[src/rtl/bsuPkg.sv]
package bsuPkg;

  typedef enum logic [1:0] {
    MODE_ONE    = 2'b00,
    MODE_ZERO   = 2'b01,
    MODE_CHANGE = 2'b10,
    MODE_RSVD   = 2'b11
  } scanMode_e;

  // control to datapath strobes
  typedef struct packed {
    logic      loadWord;
    scanMode_e mode;
  } bsuStrobe_t;

endpackage

[src/rtl/bsuLeadScan.sv]
module bsuLeadScan #(
  parameter int W     = 32,
  parameter int IDX_W = $clog2(W + 1)
) (
  input  logic [W-1:0]     vec,
  output logic [IDX_W-1:0] idx,
  output logic             none
);

  always_comb begin
    logic hit;
    hit = 1'b0;
    idx = IDX_W'(W);
    for (int i = 0; i < W; i++) begin
      if (!hit && vec[W-1-i]) begin
        hit = 1'b1;
        idx = IDX_W'(i);
      end
    end
    none = !hit;
  end

endmodule

[src/rtl/bsuCtrl.sv]
module bsuCtrl
  import bsuPkg::*;
(
  input  logic       clk,
  input  logic       rstN,
  input  logic       wrEn,
  input  logic [1:0] wrMode,
  output bsuStrobe_t strobe,
  output logic       resValid
);

  scanMode_e modeQ;
  logic      validQ;

  always_ff @(posedge clk or negedge rstN) begin
    if (!rstN) begin
      modeQ  <= MODE_ONE;
      validQ <= 1'b0;
    end else if (wrEn) begin
      modeQ  <= scanMode_e'(wrMode);
      validQ <= 1'b1;
    end
  end

  always_comb begin
    strobe.loadWord = wrEn;
    strobe.mode     = modeQ;
  end

  assign resValid = validQ;

  AST_WRITE_GIVES_VALID: assert property (@(posedge clk) disable iff (!rstN)
    wrEn |=> resValid);
  AST_VALID_STICKY: assert property (@(posedge clk) disable iff (!rstN)
    resValid |=> resValid);
  AST_MODE_HOLD: assert property (@(posedge clk) disable iff (!rstN)
    !wrEn |=> $stable(strobe.mode));

endmodule

[src/rtl/bsuDatapath.sv]
module bsuDatapath
  import bsuPkg::*;
#(
  parameter int DATA_W = 32,
  parameter int IDX_W  = $clog2(DATA_W + 1)
) (
  input  logic              clk,
  input  logic              rstN,
  input  bsuStrobe_t        strobe,
  input  logic [DATA_W-1:0] wrData,
  output logic [IDX_W-1:0]  resIndex,
  output logic              resNone
);

  logic [DATA_W-1:0] wordQ;
  logic [DATA_W-1:0] target;

  always_ff @(posedge clk or negedge rstN) begin
    if (!rstN)               wordQ <= '0;
    else if (strobe.loadWord) wordQ <= wrData;
  end

  // map each mode onto a leading-one search
  always_comb begin
    unique case (strobe.mode)
      MODE_ONE:    target = wordQ;
      MODE_ZERO:   target = ~wordQ;
      MODE_CHANGE: target = wordQ ^ {DATA_W{wordQ[DATA_W-1]}};
      default:     target = '0;
    endcase
  end

  bsuLeadScan #(.W(DATA_W), .IDX_W(IDX_W)) i_scan (
    .vec  (target),
    .idx  (resIndex),
    .none (resNone)
  );

  AST_CHANGE_NOT_TOP: assert property (@(posedge clk) disable iff (!rstN)
    strobe.mode == MODE_CHANGE |-> resIndex != '0);
  AST_RSVD_EMPTY: assert property (@(posedge clk) disable iff (!rstN)
    strobe.mode == MODE_RSVD |-> resNone);
  AST_ZERO_WORD_EMPTY: assert property (@(posedge clk) disable iff (!rstN)
    (strobe.mode == MODE_ONE && wordQ == '0) |-> resNone);
  AST_ONES_WORD_EMPTY: assert property (@(posedge clk) disable iff (!rstN)
    (strobe.mode == MODE_ZERO && wordQ == '1) |-> resNone);
  AST_RESULT_HOLD: assert property (@(posedge clk) disable iff (!rstN)
    !strobe.loadWord |=> ($stable(resIndex) && $stable(resNone)));

endmodule

[src/rtl/bsuTop.sv]
module bsuTop
  import bsuPkg::*;
#(
  parameter int DATA_W = 32,
  parameter int IDX_W  = $clog2(DATA_W + 1)
) (
  input  logic              clk,
  input  logic              rstN,
  input  logic              wrEn,
  input  logic [1:0]        wrMode,
  input  logic [DATA_W-1:0] wrData,
  output logic [IDX_W-1:0]  resIndex,
  output logic              resNone,
  output logic              resValid
);

  bsuStrobe_t strobe;

  bsuCtrl i_ctrl (
    .clk      (clk),
    .rstN     (rstN),
    .wrEn     (wrEn),
    .wrMode   (wrMode),
    .strobe   (strobe),
    .resValid (resValid)
  );

  bsuDatapath #(.DATA_W(DATA_W), .IDX_W(IDX_W)) i_dp (
    .clk      (clk),
    .rstN     (rstN),
    .strobe   (strobe),
    .wrData   (wrData),
    .resIndex (resIndex),
    .resNone  (resNone)
  );

endmodule

[config.mk]
export PLATFORM = sky130hd
export DESIGN_NAME = bsuTop
export DESIGN_NICKNAME = d
export VERILOG_FILES = /design/src/rtl/bsuPkg.sv /design/src/rtl/bsuLeadScan.sv /design/src/rtl/bsuCtrl.sv /design/src/rtl/bsuDatapath.sv /design/src/rtl/bsuTop.sv
export SDC_FILE = /design/constraint.sdc
export NUM_CORES = 1
export LEC_CHECK = 0
export BUFFER_PORTS_ARGS = -buffer_cell sky130_fd_sc_hd__clkbuf_2
export CORE_MARGIN = 2
export CORE_UTILIZATION = 60
export CTS_CLUSTER_DIAMETER = 80
export CTS_CLUSTER_SIZE = 28
export DETAILED_ROUTE_END_ITERATION = 8
export GPL_TIMING_DRIVEN = 0
export PLACE_DENSITY = 0.85
export REMOVE_ABC_BUFFERS = 1
export SLEW_MARGIN = 10
export SYNTH_ARGS = -nofsm -noshare
export SYNTH_HDL_FRONTEND = slang
export SYNTH_SLANG_ARGS = --single-unit
[constraint.sdc]
create_clock -name clk -period 7.9 [get_ports clk]
set_input_delay 0.395 -clock clk [delete_from_list [all_inputs] [get_ports clk]]
set_output_delay 0.395 -clock clk [all_outputs]
set_load 0.005 [all_outputs]
======== Word level (Yosys, flattened, before mapping) ========
Cells that the tools add are included.
word-level totals
  bits in registers ....................... 35
  bits of input ports ..................... 37
  output and inout bits ................... 8
  word-level logic and storage cells ...... 136
operators by class
  equality and inequality tests ........... 2
  muxes and demuxes ....................... 65
  bitwise operators ....................... 2
  reductions and logical operators ........ 64
operators with widths
  operator            number
  $mux 6              32
  $pmux 32 s3         1
  $logic_not 1->1     32
  $mux 1              32
  $not 32->32         1
  $xor 32x32->32      1
  $logic_and 1x1->1   31
  $eq 2x1->1 const B  1
  $eq 2x2->1 const B  1
  $logic_not 2->1     1

======== Longest topological paths before layout ========
Gate-level depths: netlist of run 1.
  depth after elaboration ................. 97
  mapped depth ............................ 10
  mapped depth without buffers ............ 6

======== Modules after synthesis ========
From an unflattened synthesis of run 1, not the netlist that was laid out.
second synthesis, totals
  cell total of the unflattened synthesis .. 325
  area, all modules ....................... 2,810.2 um2
by module, submodules not included
  module       times used  cells an instance  area each (um2)  sequential area each (um2)
  bsuDatapath  1           248                2,298.5          800.8
  bsuLeadScan  1           70                 400.4            0.0
  bsuCtrl      1           7                  111.4            75.1

======== Worst setup path after synthesis of run 1 ========
No wires, ideal clock.
  path type ............................... reg-to-output
  start ................................... reg i_ctrl.modeQ[1]
  end ..................................... out resIndex[5]
  arrival ................................. 2,483 ps
  required time ........................... 7,505 ps
  slack ................................... 5,022 ps
  cell stages (with the launch flop) ...... 10
  path buffers ............................ 3
  cells stage by stage .................... dfrtp_1 -> buf_6 -> mux2_4 -> or4_4 -> nand3_2 -> nand4_4 -> or4_4 -> buf_6 -> nor3_2 -> buf_4
on the way
  word-level cells in the longest chain between the ends .. 96
  elaborated cells between the ends (all ways) .. 129
  those cells by class .................... 2 x eq/ne; 64 x mux; 63 x reduce/logical
ends and longest elaborated chain
  what                                      RTL line           source
  start, declared                           bsuCtrl.sv:12      scanMode_e modeQ;
  start signal, assigned                    bsuCtrl.sv:20      modeQ <= scanMode_e'(wrMode);
  $eq 2x2->1, or another cell as far along  bsuDatapath.sv:25  unique case (strobe.mode)
  $pmux 32 s3 (*)                           bsuDatapath.sv:25
  $mux 1                                    bsuLeadScan.sv:15  if (!hit && vec[W-1-i]) begin
  $logic_not 1->1                           bsuLeadScan.sv:15
  $logic_and 1x1->1                         bsuLeadScan.sv:15
  $mux 1                                    bsuLeadScan.sv:15
  $logic_not 1->1                           bsuLeadScan.sv:15
  $logic_and 1x1->1                         bsuLeadScan.sv:15
  [... 80 more ...]                         n/a
  $logic_and 1x1->1                         bsuLeadScan.sv:15
  $mux 1                                    bsuLeadScan.sv:15
  $logic_not 1->1                           bsuLeadScan.sv:15
  $logic_and 1x1->1                         bsuLeadScan.sv:15
  $mux 1                                    bsuLeadScan.sv:15
  $logic_not 1->1                           bsuLeadScan.sv:15
  $logic_and 1x1->1                         bsuLeadScan.sv:15
  $mux 6 (*)                                bsuLeadScan.sv:15
  end, declared                             bsuTop.sv:12       output logic [IDX_W-1:0] resIndex,
Mark *: on every way between the ends. The rest lies on a longest branch, timed or not.

======== Worst setup path after layout of run 1 ========
Ends and elaborated chain as after synthesis.

==> out/qor.yml, run 1 <==
largest_net_degree_at_the_start_of_global_routing: 44
gp_congestion: 0.905
overflow_left_after_global_routing: 0
yosys.cell_count.top_type: "dfrtp_1"
grt.met1_usage_pct: 33.9
global_route_wire_length_before_repair_um: 10200
clockRootBuffer: "clkbuf_8"
final-seq-area_um2: 876
power.switching_uw: 175
nets: 361
post-synth-top-area-cell: "dfrtp_1"
crit_path_end_kind: "output port"
gr-usage-met2_pct: 41.0
first_pass_iters: 5
grt_most_used_layer: "met2"
grt_setup_unrepaired: "false"
reg_to_reg_startpoint: "i_ctrl.modeQ[1]$_DFFE_PN0P_"
max-slew-margin-rel_pct: 30.5
timing.final.setup_violations: 0
timing.final.hold_violations: 0
final-max-slew-violation-count: 0
ir_worst_vdd_v: 0.000103
clock_tree_sinks: 35
gate_count_after_technology_mapping: 297
post-route-min-period_ns: 3.60
synth_top_cells_by_area: "dfrtp_1 34%, mux2_2 11%, nand2_1 3.6%"
detailedRoute.firstIterationViolations: 245
hpwlAfterDp_um: 4440
skew_pair_late_insertion_delay_ns: 0.29
vias_per_cell: 6.57
netlist.area_leader.share_pct: 33.5
postSynthAreaPerCell_um2: 8.80
cp-start-kind: "register"
synth_edf_count: 0
globalRouteMet3Util_pct: 4.91
number_of_buffers_inserted_by_post_cts_setup_repair: 0
synth_cell_types: 58
first_global_vias: 2201
ys_seq_area_share_pct: 33.5
antenna_left: 0
reg2regPathDepth: 2
die_span_y_um: 70.0
holdBufCountCts: 0
total_leakage_power_nw: 1.21
report.power.total_uw: 500
clk_pin_slew_ns: 0.07
r2r_slack_ns: 6.63
outcome: "completed"
synth-warning-count: 0
rr_endpoint: "i_ctrl.modeQ[1]$_DFFE_PN0P_"
avgRoutedWirePerCell_um: 16.6
pin_count: 45
routed_wirelength_um: 6200
post_route_cells_drive_above_1_share_pct: 28.2
min-delay-path-class: "input port to asynchronous set/reset pin"
finalCritPeriodShare_pct: 45.6
number_of_cts_inserted_buffers: 5
htreeDepth: 2
cap_viol_max_count: 0
port_buffers: 44
detailroute.via_count: 2450
drc: 0
power.share.combinational_pct: 30.0
most_used_dff_post_synth: "dfrtp_1"
initial_core_util_pct: 63.9
clockPowerShare_pct: 24.0
synth_common_cells: "35 x dfrtp_1, 26 x mux2_2, 25 x nand2_1, 18 x a21oi_1"
asyncSetResetFlopFracSynth_pct: 100
cellInternalPower_uw: 324
flow.area_growth_from_synthesis_pct: 9.20
sequentialPowerShare_pct: 46.0
ys_ff_latch: 35
worstMarginPinSlew_ns: 1.04
worstPathArrival_ns: 3.21
tritoncts: "yes"
grt_util_all_layers_pct: 25.5
power_density_mw_per_mm2: 175
diodes: 0
postPlaceCellArea_mm2: 0.00278
worstSetupPathType: "register to output port"
die-area_mm2: 0.00490
synthesis.area_mm2: 0.00261
max_freq_mhz: 277
cts-root-to-sink-buffers: 2
final_design_area_no_fill_mm2: 0.00285
initial_antenna_violation_count: 0
p_sw_share_pct: 35.1
worst-path-max-fanout: 18
timing.critical_path.required_ns: 7.51
cts.repair.resized: 0
core_area_mm2: 0.00409
fillCellCount: 347
std_cell_rows: 23
multi_input_comb_area_mm2: 0.00159
fin_worst_skew_ns: 0
die_w_um: 70.0
setup-tns-final_ns: 0
==> cells in the final DEF, fill, tap and decap left out, drive strengths merged, types with 4 or more instances in the layout <==
cell type,n
clkbuf,50
dfrtp,35
mux2,27
nand2,25
a21oi,18
nor2,17
o21ai,17
nand3,14
nor3,13
nand2b,9
inv,8
a31oi,6
o311ai,6
and2,5
o21bai,5
o22ai,5
a21o,4
a2bb2oi,4
nor2b,4
o211ai,4
==> cells by family (layout without fill, tap and decap cells) <==
logic type,after synthesis,count (layout),share of synthesized area (%)
simple gates,104,104,21.3
mux,29,29,12.5
xor+xnor,1,1,0.335
compound gates,96,96,26.8
flops,35,35,33.5
buf+inv,32,58,5.56
==> stage by stage <==
step	utilization [%]	worst slack [ns]	cells	hold WS (ns)
after floorplan	-	5.02	273	0.0994
after global placement	68.0	4.70	367	0.452
after detailed placement	68.0	4.64	367	0.453
after CTS	69.8	4.33	373	0.244
after global routing	69.8	4.14	373	0.298
final	69.8	4.30	373	0.205
==> flip-flops by register name (all words and copies together) (netlist names) <==
signal           count
i_ctrl.modeQ         2
i_dp.wordQ          32
i_ctrl.resValid      1
==> worst max-delay path by stage <==
| stage | from | end | slack [ns] |
|---|---|---|---|
| after floorplan | i_ctrl.modeQ[1]$_DFFE_PN0P_ | resIndex[5] | 5.02 |
| after global placement | i_ctrl.modeQ[1]$_DFFE_PN0P_ | resIndex[5] | 4.70 |
| after detailed placement | i_ctrl.modeQ[0]$_DFFE_PN0P_ | resIndex[5] | 4.64 |
| after CTS | i_ctrl.modeQ[1]$_DFFE_PN0P_ | resIndex[5] | 4.33 |
| after global routing | i_ctrl.modeQ[1]$_DFFE_PN0P_ | resIndex[1] | 4.14 |
| final | i_ctrl.modeQ[1]$_DFFE_PN0P_ | resIndex[5] | 4.30 |
==> cell type report <==
| cell class | instances | share of cell area [%] |
|---|---|---|
| multi-input combinational | 230 | 55.8 |
| clock buffer | 6 | 2.54 |
| inverter | 8 | 1.05 |
| tap | 50 | 2.19 |
| sequential | 35 | 30.7 |
| timing repair buffer | 44 | 7.72 |
==> worst max-delay path, stage by stage (launching register included) <==
cell,delay [ns]
dfrtp_1,0.70
inv_1,0.27
a211o_1,0.37
a221oi_4,0.39
nand4_4,0.16
or4_4,0.62
nor3_2,0.25
clkbuf_2,0.16
==> routing by layer <==
metal	part of all wire, %	vias up	wire (um)
met5	0	-	0
met4	1.8	0	111
met3	7.1	15	439
met2	49	106	3020
met1	42	1156	2630
li1	-	1173	-
==> power by group through the flow <==
| stage | clock (mW) | combinational [mW] | sequential [mW] |
|---|---|---|---|
| floorplan | 0 | 0.106 | 0.224 |
| global placement | 0 | 0.142 | 0.230 |
| detailed placement | 0 | 0.148 | 0.233 |
| CTS | 0.124 | 0.148 | 0.229 |
| global route | 0.130 | 0.164 | 0.234 |
| finish | 0.120 | 0.150 | 0.230 |
Note: power is estimated with default switching activity, not from simulation.
==> run 2, diff against run 1 <==
CORE_UTILIZATION = 57   (was 60)
PLACE_DENSITY = 0.81   (was 0.85)
clock period = 3.65 ns   (was 7.9 ns; I/O delays follow)
==> out/qor.yml, run 2 (synthesis gave the netlist of run 1 again) <==
routed_wirelength_um: 5830
mostFrequentLayoutCells: "44 x clkbuf_2, 35 x dfrtp_1, 26 x mux2_2, 25 x nand2_1, 18 x a21oi_1"
number_of_cts_inserted_buffers: 5
first_global_vias: 2111
skew_pair_late_insertion_delay_ns: 0.29
final_util_pct: 65.8
number_of_buffers_inserted_by_post_cts_setup_repair: 0
htreeDepth: 2
hpwlAfterDp_um: 4170
grt_setup_unrepaired: "false"
crit_path_end_kind: "output port"
critPathMostFrequentCell: "or4_4"
number_of_flip_flops_in_the_largest_register: 32
layout_setup_ws_ns: 0.289
pin_count: 45
die_span_y_um: 71.7
drc: 0
overflow_left_after_global_routing: 0
vias_per_cell: 6.30
gp_congestion: 0.913
clk_pin_slew_ns: 0.07
clock_tree_sinks: 35
rr_endpoint: "i_ctrl.modeQ[1]$_DFFE_PN0P_"
diodes: 0
detailroute.via_count: 2374
violations: "negative hold slack"
detailedRoute.firstIterationViolations: 225
timing.final.setup_violations: 0
min-delay-path-class: "input port to asynchronous set/reset pin"
critical_path.slowest_cell: "dfrtp_1"
setup-tns-final_ns: 0
pre_cts_slack_ns: 0.625
worstPathArrival_ns: 3.18
die-area_mm2: 0.00514
first_pass_iters: 4
post-route-min-period_ns: 3.36
max-slew-margin-rel_pct: 29.4
r2r_slack_ns: 2.39
worst-path-max-fanout: 18
power_density_mw_per_mm2: 391
layout.cells.most_common: "clkbuf_2"
largest_net_degree_at_the_start_of_global_routing: 44
finalCritPeriodShare_pct: 92.1
post_route_cells_drive_above_1_share_pct: 28.6
timing.critical_path.cells: "mux2_4 > or4_4 > nand3_2 > nand4_4 > or4_4 > o211ai_1 > clkbuf_2"
global_route_wire_length_before_repair_um: 9860
holdWs_ns: -0.0101
holdBufCountCts: 0
max_freq_mhz: 297
antenna_left: 0
cap_viol_max_count: 0
grt_util_all_layers_pct: 24.0
ir_worst_vdd_v: 0.000202
cp-start-kind: "register"
reg_to_reg_startpoint: "i_ctrl.modeQ[1]$_DFFE_PN0P_"
cts-root-to-sink-buffers: 2
fin_cells: 377
critPathTopFamily: "simple AND/OR/NAND/NOR gates"
flow.area_growth_from_synthesis_pct: 10.3
reg2regPathDepth: 2
outcome: "finished with violations"
timing.critical_path.slowest_cell_delay_ns: 0.70
port_buffers: 44
timing.final.hold_violations: 14
initial_antenna_violation_count: 0
largest-register: "i_dp.wordQ"
placed_cells: 369
nets: 361
worstMarginPinSlew_ns: 1.06
die_w_um: 71.7
worstSetupPathType: "register to output port"
total_leakage_power_nw: 1.23
core_area_mm2: 0.00438
std_cell_rows: 24
clockRootBuffer: "clkbuf_8"
avgRoutedWirePerCell_um: 15.5
cts.repair.resized: 0
timing.critical_path.required_ns: 3.47
fin_worst_skew_ns: 0
initial_core_util_pct: 59.6
final-max-slew-violation-count: 0
timing.critical_path.buf_inv: 1
tritoncts: "yes"
## run 2: worst max path at each step
stage	startpoint	to	slack, ns	depth (start not counted)
after floorplan	i_ctrl.modeQ[1]$_DFFE_PN0P_	resIndex[5]	0.99	6
after global placement	i_ctrl.modeQ[0]$_DFFE_PN0P_	resNone	0.66	7
after detailed placement	i_ctrl.modeQ[1]$_DFFE_PN0P_	resNone	0.63	7
after CTS	i_ctrl.modeQ[1]$_DFFE_PN0P_	resNone	0.31	7
after global routing	i_ctrl.modeQ[1]$_DFFE_PN0P_	resNone	0.11	7
final	i_ctrl.modeQ[1]$_DFFE_PN0P_	resIndex[1]	0.29	7
## run 2: worst reg2reg max path: stages, from the launching register on
cell	delay, ns
dfrtp_1	0.70
inv_1	0.27
o21ai_0	0.20
## run 2: metrics by stage
step,total power [mW],cell area (um2)
finish,1.13,2880
global route,1.19,2880
CTS,1.13,2880
detailed placement,0.818,2780
global placement,0.808,2780
floorplan,0.714,2500
## run 2: report_power, final
group	switching [mW]	total [mW]	leakage [nW]	internal, mW
combinational	0.169	0.319	0.765	0.150
clock	0.138	0.310	0.0515	0.172
sequential	0.0723	0.497	0.410	0.424
## run 2: area by class of cell
class	count	area [um2]
fill	373	1500
multi-input combinational	230	1590
sequential	35	876
tap	52	65.1
clock buffer	8	100
timing repair buffer	44	220
inverter	8	30.0
## run 2: metal layers
| metal | vias up | share of wire (%) | global-route usage (%) |
|---|---|---|---|
| met5 | - | 0 | 0 |
| met4 | 0 | 1.6 | 7.13 |
| met3 | 13 | 6.3 | 5.20 |
| met2 | 80 | 46 | 37.7 |
| met1 | 1112 | 46 | 33.4 |
| li1 | 1169 | - | - |
